==> config.mk <==
export PLATFORM = sky130hd
export DESIGN_NAME = hecc_page_engine
export DESIGN_NICKNAME = d
export VERILOG_FILES = /design/src/rtl/hecc_pkg.sv /design/src/rtl/hecc_cfg_regs.sv /design/src/rtl/hecc_page_seq.sv /design/src/rtl/hecc_parity_acc.sv /design/src/rtl/hecc_page_engine.sv
export SDC_FILE = /design/constraint.sdc
export NUM_CORES = 1
export LEC_CHECK = 0
export CORE_ASPECT_RATIO = 0.9
export CORE_MARGIN = 3
export CORE_UTILIZATION = 30
export DETAILED_ROUTE_END_ITERATION = 10
export DONT_BUFFER_PORTS = 1
export PLACE_DENSITY = 0.47
export SETUP_SLACK_MARGIN = 0.1
export SLEW_MARGIN = 20
export SYNTH_ARGS = -nofsm -noshare
export SYNTH_HDL_FRONTEND = slang
export SYNTH_SLANG_ARGS = --single-unit
==> constraint.sdc <==
create_clock -name clk -period 18.1 [get_ports clk]
set_clock_uncertainty 0.05 [all_clocks]
set_input_delay 2.715 -clock clk [delete_from_list [all_inputs] [get_ports clk]]
set_output_delay 2.715 -clock clk [all_outputs]
set_load 0.02 [all_outputs]
==> src/rtl/hecc_pkg.sv <==
// Shared types and helpers for the page Hamming ECC engine.
// Assumes a 16-bit packed location: 12-bit word index over 4-bit bit offset.
package hecc_pkg;

    localparam int LOC_W   = 16;
    localparam int WADDR_W = 12;
    localparam int BIT_W   = 4;
    localparam int BUS_W   = 16;
    localparam int CTRL_CLR_BIT = 0;
    localparam int MODE_WIDE_BIT = 4;

    typedef enum logic [2:0] {
        OFS_CTRL = 3'd0,
        OFS_MODE = 3'd1,
        OFS_STAT = 3'd2,
        OFS_PAR  = 3'd3,
        OFS_NPAR = 3'd4
    } reg_ofs_e;

    typedef enum logic [1:0] {
        PH_DATA,
        PH_CODE,
        PH_SPARE
    } phase_e;

    typedef struct packed {
        logic code_err;
        logic multi_err;
        logic any_err;
    } stat_t;

    // Sort a syndrome into no error, data error, code error or multiple error.
    function automatic stat_t classify(input logic [LOC_W-1:0] p, input logic [LOC_W-1:0] n);
        stat_t s;
        s = '0;
        if ({n, p} != '0) begin
            s.any_err = 1'b1;
            if ((p ^ n) != {LOC_W{1'b1}}) begin
                if ($countones({n, p}) == 1)
                    s.code_err = 1'b1;
                else
                    s.multi_err = 1'b1;
            end
        end
        return s;
    endfunction

endpackage

==> src/rtl/hecc_cfg_regs.sv <==
// Register port: holds the mode, decodes the restart strobe and muxes
// the read data. Assumes register writes happen between pages.
module hecc_cfg_regs
    import hecc_pkg::*;
(
    input  logic              clk,
    input  logic              rst_n,
    input  logic              reg_we,
    input  logic [2:0]        reg_addr,
    input  logic [31:0]       reg_wdata,
    input  stat_t             stat,
    input  logic [LOC_W-1:0]  par,
    input  logic [LOC_W-1:0]  npar,
    output logic [31:0]       reg_rdata,
    output logic [1:0]        size_sel,
    output logic              wide,
    output logic              clr
);

    logic [1:0] size_q;
    logic       wide_q;
    logic       unused_wdata;

    assign unused_wdata = ^{reg_wdata[31:5], reg_wdata[3:2]};

    // Restart strobe, acted on at the same clock edge
    assign clr = reg_we && (reg_addr == OFS_CTRL) && reg_wdata[CTRL_CLR_BIT];

    // Mode register: size select and word width
    always_ff @(posedge clk) begin
        if (!rst_n) begin
            size_q <= 2'd0;
            wide_q <= 1'b0;
        end else if (reg_we && (reg_addr == OFS_MODE)) begin
            size_q <= reg_wdata[1:0];
            wide_q <= reg_wdata[MODE_WIDE_BIT];
        end
    end

    assign size_sel = size_q;
    assign wide     = wide_q;

    // Read mux over all visible registers
    always_comb begin
        reg_rdata = 32'h0;
        case (reg_addr)
            OFS_MODE: reg_rdata = {27'h0, wide_q, 2'b00, size_q};
            OFS_STAT: reg_rdata = {29'h0, stat};
            OFS_PAR:  reg_rdata = {16'h0, par};
            OFS_NPAR: reg_rdata = {16'h0, npar};
            default:  reg_rdata = 32'h0;
        endcase
    end

endmodule

==> src/rtl/hecc_page_seq.sv <==
// Page word counter: tracks the position inside a page and splits it into
// data, code and spare phases. Assumes BASE_BYTES is a multiple of 128, so
// the spare area always holds the four code bytes.
module hecc_page_seq
    import hecc_pkg::*;
#(
    parameter int BASE_BYTES = 512
) (
    input  logic               clk,
    input  logic               rst_n,
    input  logic               clr,
    input  logic [1:0]         size_sel,
    input  logic               wide,
    input  logic               st_valid,
    output logic [WADDR_W-1:0] word_addr,
    output phase_e             phase,
    output logic [1:0]         code_slot,
    output logic               first_word,
    output logic               code_last
);

    localparam int MAX_BYTES = BASE_BYTES * 8 + BASE_BYTES / 4;
    localparam int CNT_W     = $clog2(MAX_BYTES + 1);

    logic [CNT_W-1:0] cnt_q;
    logic [CNT_W-1:0] data_words;
    logic [CNT_W-1:0] page_words;
    logic [CNT_W-1:0] code_words;
    logic [CNT_W-1:0] code_off;

    // Page geometry from size select and width
    always_comb begin
        data_words = CNT_W'(BASE_BYTES) << size_sel;
        if (wide)
            data_words = data_words >> 1;
        page_words = data_words + (data_words >> 5);
        code_words = wide ? CNT_W'(2) : CNT_W'(4);
    end

    // Phase decode of the current word position
    always_comb begin
        code_off = cnt_q - data_words;
        if (cnt_q < data_words)
            phase = PH_DATA;
        else if (cnt_q < data_words + code_words)
            phase = PH_CODE;
        else
            phase = PH_SPARE;
    end

    assign code_slot  = code_off[1:0];
    assign first_word = (cnt_q == '0);
    assign code_last  = (phase == PH_CODE) && (code_off == code_words - CNT_W'(1));
    assign word_addr  = WADDR_W'(cnt_q);

    // Word counter that wraps at the end of a page
    always_ff @(posedge clk) begin
        if (!rst_n || clr)
            cnt_q <= '0;
        else if (st_valid)
            cnt_q <= (cnt_q == page_words - CNT_W'(1)) ? '0 : cnt_q + CNT_W'(1);
    end

endmodule

==> src/rtl/hecc_parity_acc.sv <==
// Parity accumulators: folds each data word's {word,bit} contribution into
// the parity and inverted-parity halves, and XORs stored code words in on
// a read. Assumes data_en and code_en are never high together.
module hecc_parity_acc
    import hecc_pkg::*;
(
    input  logic               clk,
    input  logic               rst_n,
    input  logic               clr,
    input  logic               wide,
    input  logic               data_en,
    input  logic               first,
    input  logic [WADDR_W-1:0] word_addr,
    input  logic               code_en,
    input  logic [1:0]         code_slot,
    input  logic [BUS_W-1:0]   st_data,
    output logic [LOC_W-1:0]   par_q,
    output logic [LOC_W-1:0]   npar_q,
    output logic [LOC_W-1:0]   par_nxt,
    output logic [LOC_W-1:0]   npar_nxt
);

    // Bus lanes whose index has bit k set
    function automatic logic [BUS_W-1:0] lane_mask(input int k);
        logic [BUS_W-1:0] m;
        for (int i = 0; i < BUS_W; i++)
            m[i] = ((i >> k) & 1) == 1;
        return m;
    endfunction

    logic [BUS_W-1:0] dmask;
    logic             odd;
    logic [BIT_W-1:0] bit_sum;
    logic [LOC_W-1:0] contrib;
    logic [LOC_W-1:0] ncontrib;
    logic [LOC_W-1:0] code_val;
    logic             code_to_n;

    assign dmask = wide ? st_data : {8'h00, st_data[7:0]};
    assign odd   = ^dmask;

    // One XOR tree per bit-offset position
    for (genvar k = 0; k < BIT_W; k++) begin : g_bitpos
        localparam logic [BUS_W-1:0] LM = lane_mask(k);
        assign bit_sum[k] = ^(dmask & LM);
    end

    assign contrib  = {odd ? word_addr : {WADDR_W{1'b0}}, bit_sum};
    assign ncontrib = contrib ^ {LOC_W{odd}};

    // Place a code word into its byte or halfword lane
    always_comb begin
        if (wide) begin
            code_val  = st_data;
            code_to_n = code_slot[0];
        end else begin
            code_val  = code_slot[0] ? {st_data[7:0], 8'h00} : {8'h00, st_data[7:0]};
            code_to_n = code_slot[1];
        end
    end

    // Next accumulator values
    always_comb begin
        par_nxt  = par_q;
        npar_nxt = npar_q;
        if (data_en) begin
            if (first) begin
                par_nxt  = contrib;
                npar_nxt = ncontrib;
            end else begin
                par_nxt  = par_q ^ contrib;
                npar_nxt = npar_q ^ ncontrib;
            end
        end else if (code_en) begin
            if (code_to_n)
                npar_nxt = npar_q ^ code_val;
            else
                par_nxt = par_q ^ code_val;
        end
    end

    // Accumulator registers
    always_ff @(posedge clk) begin
        if (!rst_n || clr) begin
            par_q  <= '0;
            npar_q <= '0;
        end else begin
            par_q  <= par_nxt;
            npar_q <= npar_nxt;
        end
    end

endmodule

==> src/rtl/hecc_page_engine.sv <==
// Page Hamming ECC engine top: ties the register port, page counter and
// accumulators together and holds the status flags. Assumes software
// sets the mode only while the counter sits at a page boundary.
module hecc_page_engine
    import hecc_pkg::*;
#(
    parameter int BASE_BYTES = 512
) (
    input  logic        clk,
    input  logic        rst_n,
    input  logic        reg_we,
    input  logic [2:0]  reg_addr,
    input  logic [31:0] reg_wdata,
    output logic [31:0] reg_rdata,
    input  logic        st_valid,
    input  logic        st_read,
    input  logic [15:0] st_data
);

    logic [1:0]         size_sel;
    logic               wide;
    logic               clr;
    logic [WADDR_W-1:0] word_addr;
    phase_e             phase;
    logic [1:0]         code_slot;
    logic               first_word;
    logic               code_last;
    logic [LOC_W-1:0]   par_q;
    logic [LOC_W-1:0]   npar_q;
    logic [LOC_W-1:0]   par_nxt;
    logic [LOC_W-1:0]   npar_nxt;
    stat_t              stat_q;
    logic               data_en;
    logic               code_en;
    logic               first_acc;
    logic               last_acc;
    logic               wr_tail_acc;

    assign data_en     = st_valid && (phase == PH_DATA);
    assign code_en     = st_valid && st_read && (phase == PH_CODE);
    assign first_acc   = st_valid && first_word;
    assign last_acc    = code_en && code_last;
    assign wr_tail_acc = st_valid && !st_read && (phase != PH_DATA);

    hecc_cfg_regs u_regs (
        .clk       (clk),
        .rst_n     (rst_n),
        .reg_we    (reg_we),
        .reg_addr  (reg_addr),
        .reg_wdata (reg_wdata),
        .stat      (stat_q),
        .par       (par_q),
        .npar      (npar_q),
        .reg_rdata (reg_rdata),
        .size_sel  (size_sel),
        .wide      (wide),
        .clr       (clr)
    );

    hecc_page_seq #(.BASE_BYTES(BASE_BYTES)) u_seq (
        .clk        (clk),
        .rst_n      (rst_n),
        .clr        (clr),
        .size_sel   (size_sel),
        .wide       (wide),
        .st_valid   (st_valid),
        .word_addr  (word_addr),
        .phase      (phase),
        .code_slot  (code_slot),
        .first_word (first_word),
        .code_last  (code_last)
    );

    hecc_parity_acc u_acc (
        .clk       (clk),
        .rst_n     (rst_n),
        .clr       (clr),
        .wide      (wide),
        .data_en   (data_en),
        .first     (first_word),
        .word_addr (word_addr),
        .code_en   (code_en),
        .code_slot (code_slot),
        .st_data   (st_data),
        .par_q     (par_q),
        .npar_q    (npar_q),
        .par_nxt   (par_nxt),
        .npar_nxt  (npar_nxt)
    );

    // Status: cleared by a new page, loaded when the last code word lands
    always_ff @(posedge clk) begin
        if (!rst_n || clr)
            stat_q <= '0;
        else if (first_acc)
            stat_q <= '0;
        else if (last_acc)
            stat_q <= classify(par_nxt, npar_nxt);
    end

endmodule

* After elaboration in Yosys (flattened, before gate mapping)
Cells that the tools add are included.
Word-level totals: logic and storage cells 107, output and inout bits 32, register bits after elaboration 51
Operators by class: add/subtract/negate cells 37, shift operators 1, reductions and logical operators 21, bitwise logic cells 6, equal/unequal tests 9, mux-type cells 23, magnitude comparators 2
Operators with widths (count):
- 16-bit two-way mux | 11
- 16-bit bitwise XOR | 6
- 16-bit XOR reduction | 5
- 16-bit case mux with 4 select lines | 1
- 1-bit by 1-bit adder with 2-bit output | 16
- 32-bit nonzero test | 1
- 13-bit equality test | 2
- 13-bit < comparator | 2
- 13-bit two-way mux | 2
- 13-bit by 1-bit subtractor with 13-bit output, second input constant | 2
- 2-bit by 2-bit adder with 3-bit output | 8
- 3-bit by 3-bit adder with 4-bit output | 4
- 16-bit inequality test, second input constant | 1
- 13-bit by 1-bit adder with 13-bit output, second input constant | 1
- 13-bit adder | 1
- 13-bit by 8-bit adder with 13-bit output | 1
- 13-bit logical NOT | 1
- 10-bit by 2-bit left shift with 13-bit output, first input constant | 1
- 13-bit subtractor | 1
- 12-bit two-way mux | 1
- 4-bit by 4-bit adder with 5-bit output | 2
- 1-bit logical AND | 9
- 5-bit by 5-bit adder with 6-bit output | 1
- 3-bit by 2-bit equality test with 1-bit output, second input constant | 2
- other kinds (12) | 17

* Depth between registers and ports, before layout
depth in word-level cells 19, depth in mapped cells 34

* Hierarchy
Synthesis repeated with hierarchy kept, for this count alone.
Second synthesis, totals: cell total of the unflattened synthesis 797, area total of the unflattened synthesis 6493.7 sq um
By module, submodules not included:
- hecc_parity_acc | cells each 411, times used 1, area each 3178.0 sq um
- hecc_page_seq | cells each 194, times used 1, area each 1577.8 sq um
- hecc_page_engine | cells each 127, times used 1, area each 1169.9 sq um
- hecc_cfg_regs | cells each 65, times used 1, area each 568.0 sq um

* Least setup slack after synthesis
Ideal clock, no wire load.
kind input port to flip-flop, start input st_data[7], end register stat_q[2] (netlist name), data required time 17990 ps, arrival 9258 ps, cell stages on the path 26, library setup time 60 ps, path buffers 2, path slack 8732 ps, cell sequence buf_2 -> xor2_1 -> xnor2_2 -> xnor2_1 -> xnor3_1 -> buf_2 -> xnor2_1 -> o21ai_0 -> a221oi_1 -> inv_1 -> fa_1 -> fa_1 -> inv_1 -> fa_1 -> inv_1 -> fa_1 -> fa_1 -> inv_1 -> fa_1 -> ha_1 -> fa_1 -> nor4_1 -> nand4b_1 -> a2111oi_0 -> o311ai_1 -> nand2_1
On the way: cells in the longest elaborated chain, start to end 16
Ends and longest elaborated chain:
- start: declaration | RTL line hecc_page_engine.sv:17 | input logic [15:0] st_data
- 16-bit two-way mux | RTL line hecc_parity_acc.sv:39 | assign dmask = wide ? st_data : {8'h00, st_data[7:0]};
- 16-bit XOR reduction | RTL line hecc_parity_acc.sv:40 | assign odd = ^dmask;
- 12-bit two-way mux | RTL line hecc_parity_acc.sv:48 | assign contrib = {odd ? word_addr : {WADDR_W{1'b0}}, bit_sum};
- 16-bit bitwise XOR | RTL line hecc_parity_acc.sv:49 | assign ncontrib = contrib ^ {LOC_W{odd}};
- 16-bit bitwise XOR | RTL line hecc_parity_acc.sv:72 | npar_nxt = npar_q ^ ncontrib;
- 16-bit two-way mux | RTL line hecc_parity_acc.sv:67 | if (first) begin
- 16-bit two-way mux | RTL line hecc_parity_acc.sv:66 | if (data_en) begin
- 1-bit by 1-bit adder with 2-bit output (not written as such) | RTL line hecc_pkg.sv:39 | if ($countones({n, p}) == 1)
- 2-bit by 2-bit adder with 3-bit output (not written as such) | RTL line hecc_pkg.sv:39
- 3-bit by 3-bit adder with 4-bit output (not written as such) | RTL line hecc_pkg.sv:39
- 4-bit by 4-bit adder with 5-bit output (not written as such) | RTL line hecc_pkg.sv:39
- 5-bit by 5-bit adder with 6-bit output (not written as such) | RTL line hecc_pkg.sv:39
- 6-bit by 1-bit equality test with 1-bit output | RTL line hecc_pkg.sv:39
- 1-bit two-way mux | RTL line hecc_pkg.sv:39
- 2-bit two-way mux | RTL line hecc_pkg.sv:38 | if ((p ^ n) != {LOC_W{1'b1}}) begin
- 3-bit two-way mux * | RTL line hecc_pkg.sv:36 | if ({n, p} != '0) begin
- end signal: assignment | RTL line hecc_page_engine.sv:98 | stat_q <= classify(par_nxt, npar_nxt);
- end: declaration | RTL line hecc_page_engine.sv:32 | stat_t stat_q;
Every way passes the cells marked *; elsewhere a longest branch is shown, timed or not. A chain may end at the register's enable or synchronous reset.

* Final worst setup path
start input st_data[14], end register stat_q[2] (netlist name)
The elaborated chain is that of the path after synthesis.

==> results.cfg <==
[synthesis]
synthTopCellsByArea = dfxtp_1 (16%), fa_1 (7.6%), xnor2_1 (6.7%)
synth_flop_cell = dfxtp_1
syn_inst = 806
syn_area_per_cell_um2 = 7.84
ys_ff_latch = 51
async_reset_ff_share_pct = 0
syn-cell-area_um2 = 6320
yosys_warnings = 0
ys_seq_area_share_pct = 16.2
netlist.area_leader.share_pct = 16.2
ys_types = 92
synth_area_leader_cell = dfxtp_1
synth_edf_count = 0

[floorplanning]
boundaryPins = 88
die_w_um = 159
num_rows = 49
initial_core_util_pct = 31.0
die-area_um2 = 22800
core_area_um2 = 20400
fp.dieH_um = 144

[worst_setup_path]
critical_path.top_delay_family = adder cells
worstPathArrival_ns = 10.15
startpoint = st_data[14]
r2r_slack_ns = 8.88
start_kind = input port
cp.required_ns = 18.30
crit_slowest_cell = a221oi_1
crit_fanout = 22
crit_top_cell = fa_1
rr_startpoint = u_regs.size_sel[0]$_SDFFE_PN0P_
cp_slowest_stage_delay_ns = 0.67
worst-setup-path-type = input port to flip-flop
path_buf_inv = 5
end_kind = flip-flop

[power_and_ir_drop]
power.leakage_uw = 0.00232
combinationalPowerShare_pct = 72.5
pwr-share-seq_pct = 15.4
switchingPower_uw = 434
vdd_drop_max_mv = 0.210
power_density_nw_per_um2 = 132
p_int_uw = 445
clkPwrFrac_pct = 12.2
p_sw_share_pct = 49.3

[run_status]
status = completed

[clocking]
cts.hold.buffers_added = 0
clkSinkCount = 51
cts_buffers = 5
cts-root-buf = clkbuf_16
clk_pin_slew_ns = 0.08
postCtsResizedCells = 0
cts_setup_buffers = 0
cts.path.max_buffers = 2
htreeDepth = 2
cts_tree = built
insertion_delay_ns = 0.31

[sta]
max_freq_mhz = 101
fin_tns_setup_ns = 0
worst_hold_slack_ns = 0.401
setup_violations = 0
hold_viol = 0
slew_viol_final = 0
min_period_ns = 9.95
rsz0062_at_grt = false
slew_headroom_pct = 41.8
worstMarginPinSlew_ns = 0.869
finalCritPeriodShare_pct = 55.0

[global_route]
grt_pass1_vias = 5670
grt_pass1_wl_um = 35800
grt_util_all_layers_pct = 20.0
grt_remaining_overflow = 0
grt_max_degree = 42
antenna_found_initial = 0

[final_layout]
layout.cells.most_common_list = nand2_1 (54), inv_1 (51), dfxtp_1 (51)
final_common_cell = nand2_1
drive_gt1_share_pct = 6.96
areaGrowthSynthToFinish_pct = 4.95
antenna_cells = 0
fin_area_um2 = 6630
final_net_count = 875

[detailed_routing]
drt-initial-drc-count = 704
drt-total-wl_um = 23100
drtPass1Iterations = 6
drc = 0
ant_nets = 0
wl_per_cell_um = 21.8
dr_total_vias = 6088
viasPerCell = 5.77

[place]
place_congestion = 0.932
dpl_cell_area_um2 = 6470
hpwl_um = 17500
port_buffers = 0

[min_path]
min_from = stat_q[1]$_SDFFE_PP0P_
min_path_type = flip-flop to flip-flop

[flow_run]
cap_violations = 0
[cells in the mapped netlist (8+ instances only)]
master,count
a211oi_1,9
a21oi_1,41
a22o_1,16
a22oi_1,11
a31oi_1,11
and2_1,19
buf_2,24
buf_4,17
clkbuf_1,23
dfxtp_1,51
fa_1,24
ha_1,20
inv_1,51
mux2i_1,11
nand2_1,54
nand3_1,27
nand4_1,21
nor2_1,49
nor2b_1,11
nor3_1,38
nor4_1,13
o21a_1,9
o21ai_0,32
o31ai_1,9
or3_1,8
xnor2_1,48
xor2_1,17
[flip-flops by register name, summed over array words and instances, names as in the netlist]
name,cells
stat_q,3
u_acc.npar_q,16
u_acc.par_q,16
u_regs.size_sel,2
u_regs.wide,1
u_seq.cnt_q,13
[final cells by class]
type                       instances  area [um^2]
fill                            2263        13700
multi-input combinational        651         4800
sequential                        51         1020
tap                              280          350
inverter                          51          191
clock buffer                       7          153
timing repair buffer              15          113
clock inverter                     1         7.51
[path summary, 6_finish.rpt]
path | to | cells past startpoint
setup / recovery | stat_q[2]$_SDFFE_PP0P_ | 25
hold / removal | stat_q[1]$_SDFFE_PP0P_ | 2
setup reg to reg | stat_q[2]$_SDFFE_PP0P_ | 27
hold reg to reg | stat_q[1]$_SDFFE_PP0P_ | 2
[per-layer routing]
| metal | track usage [%] | up-vias | share of wire [%] |
|---|---|---|---|
| met5 | 0 | - | 0 |
| met2 | 28.3 | 277 | 39 |
| met4 | 4.65 | 0 | 2.0 |
| met1 | 31.2 | 2921 | 50 |
| met3 | 3.43 | 28 | 8.7 |
| li1 | - | 2862 | - |
[kinds of logic (layout without fill, tap and decap cells)]
kind of cell	after synthesis	in the layout	synth area share, %
buffers and inverters	119	74	8.91
multiplexers	13	13	2.10
AO/OA/AOI/OAI	211	211	24.3
XOR/XNOR	70	70	10.5
adder cells (fa/ha/maj)	45	45	11.7
flip-flops	51	51	16.2
AND/OR/NAND/NOR	296	296	26.3
other	1	16	0.0593
[per-stage QoR]
stage / instances / setup slack (ns) / util, % / total power, uW
CTS: 1056 / 8.12 / 32.6 / 899
detailed placement: 1048 / 7.83 / 31.8 / 785
finish: 1056 / 8.15 / 32.6 / 878
global route: 1056 / 7.44 / 32.6 / 1020
global placement: 1048 / 7.87 / 31.8 / 781
floorplan: 821 / 8.73 / - / 635
[power by group through the flow]
stage	sequential (uW)	combinational, uW	clock [uW]
2_1_floorplan	132	503	0
4_1_cts	135	654	110
3_5_place_dp	137	648	0
3_3_place_gp	137	644	0
5_1_grt	137	765	115
6_report	135	637	107
[worst reg2reg max path: stages (launching register included)]
cell and delay (ns):
dfxtp_1 0.55, and2b_1 0.29, nor3_1 0.36, inv_1 0.16, ha_1 0.38, a21oi_1 0.45
o21ai_0 0.32, a2111oi_4 0.73, a21oi_1 0.17, o21a_1 0.13, a221oi_1 0.60, inv_1 0.22
fa_1 0.55, fa_1 0.51, inv_1 0.05, fa_1 0.47, inv_1 0.05, fa_1 0.46
fa_1 0.51, inv_1 0.05, fa_1 0.44, ha_1 0.22, fa_1 0.46, nor4_1 0.24
nand4b_1 0.19, a2111oi_0 0.32, o311ai_1 0.17, nand2_1 0.09
No activity file was read; power rests on OpenSTA's default activity.
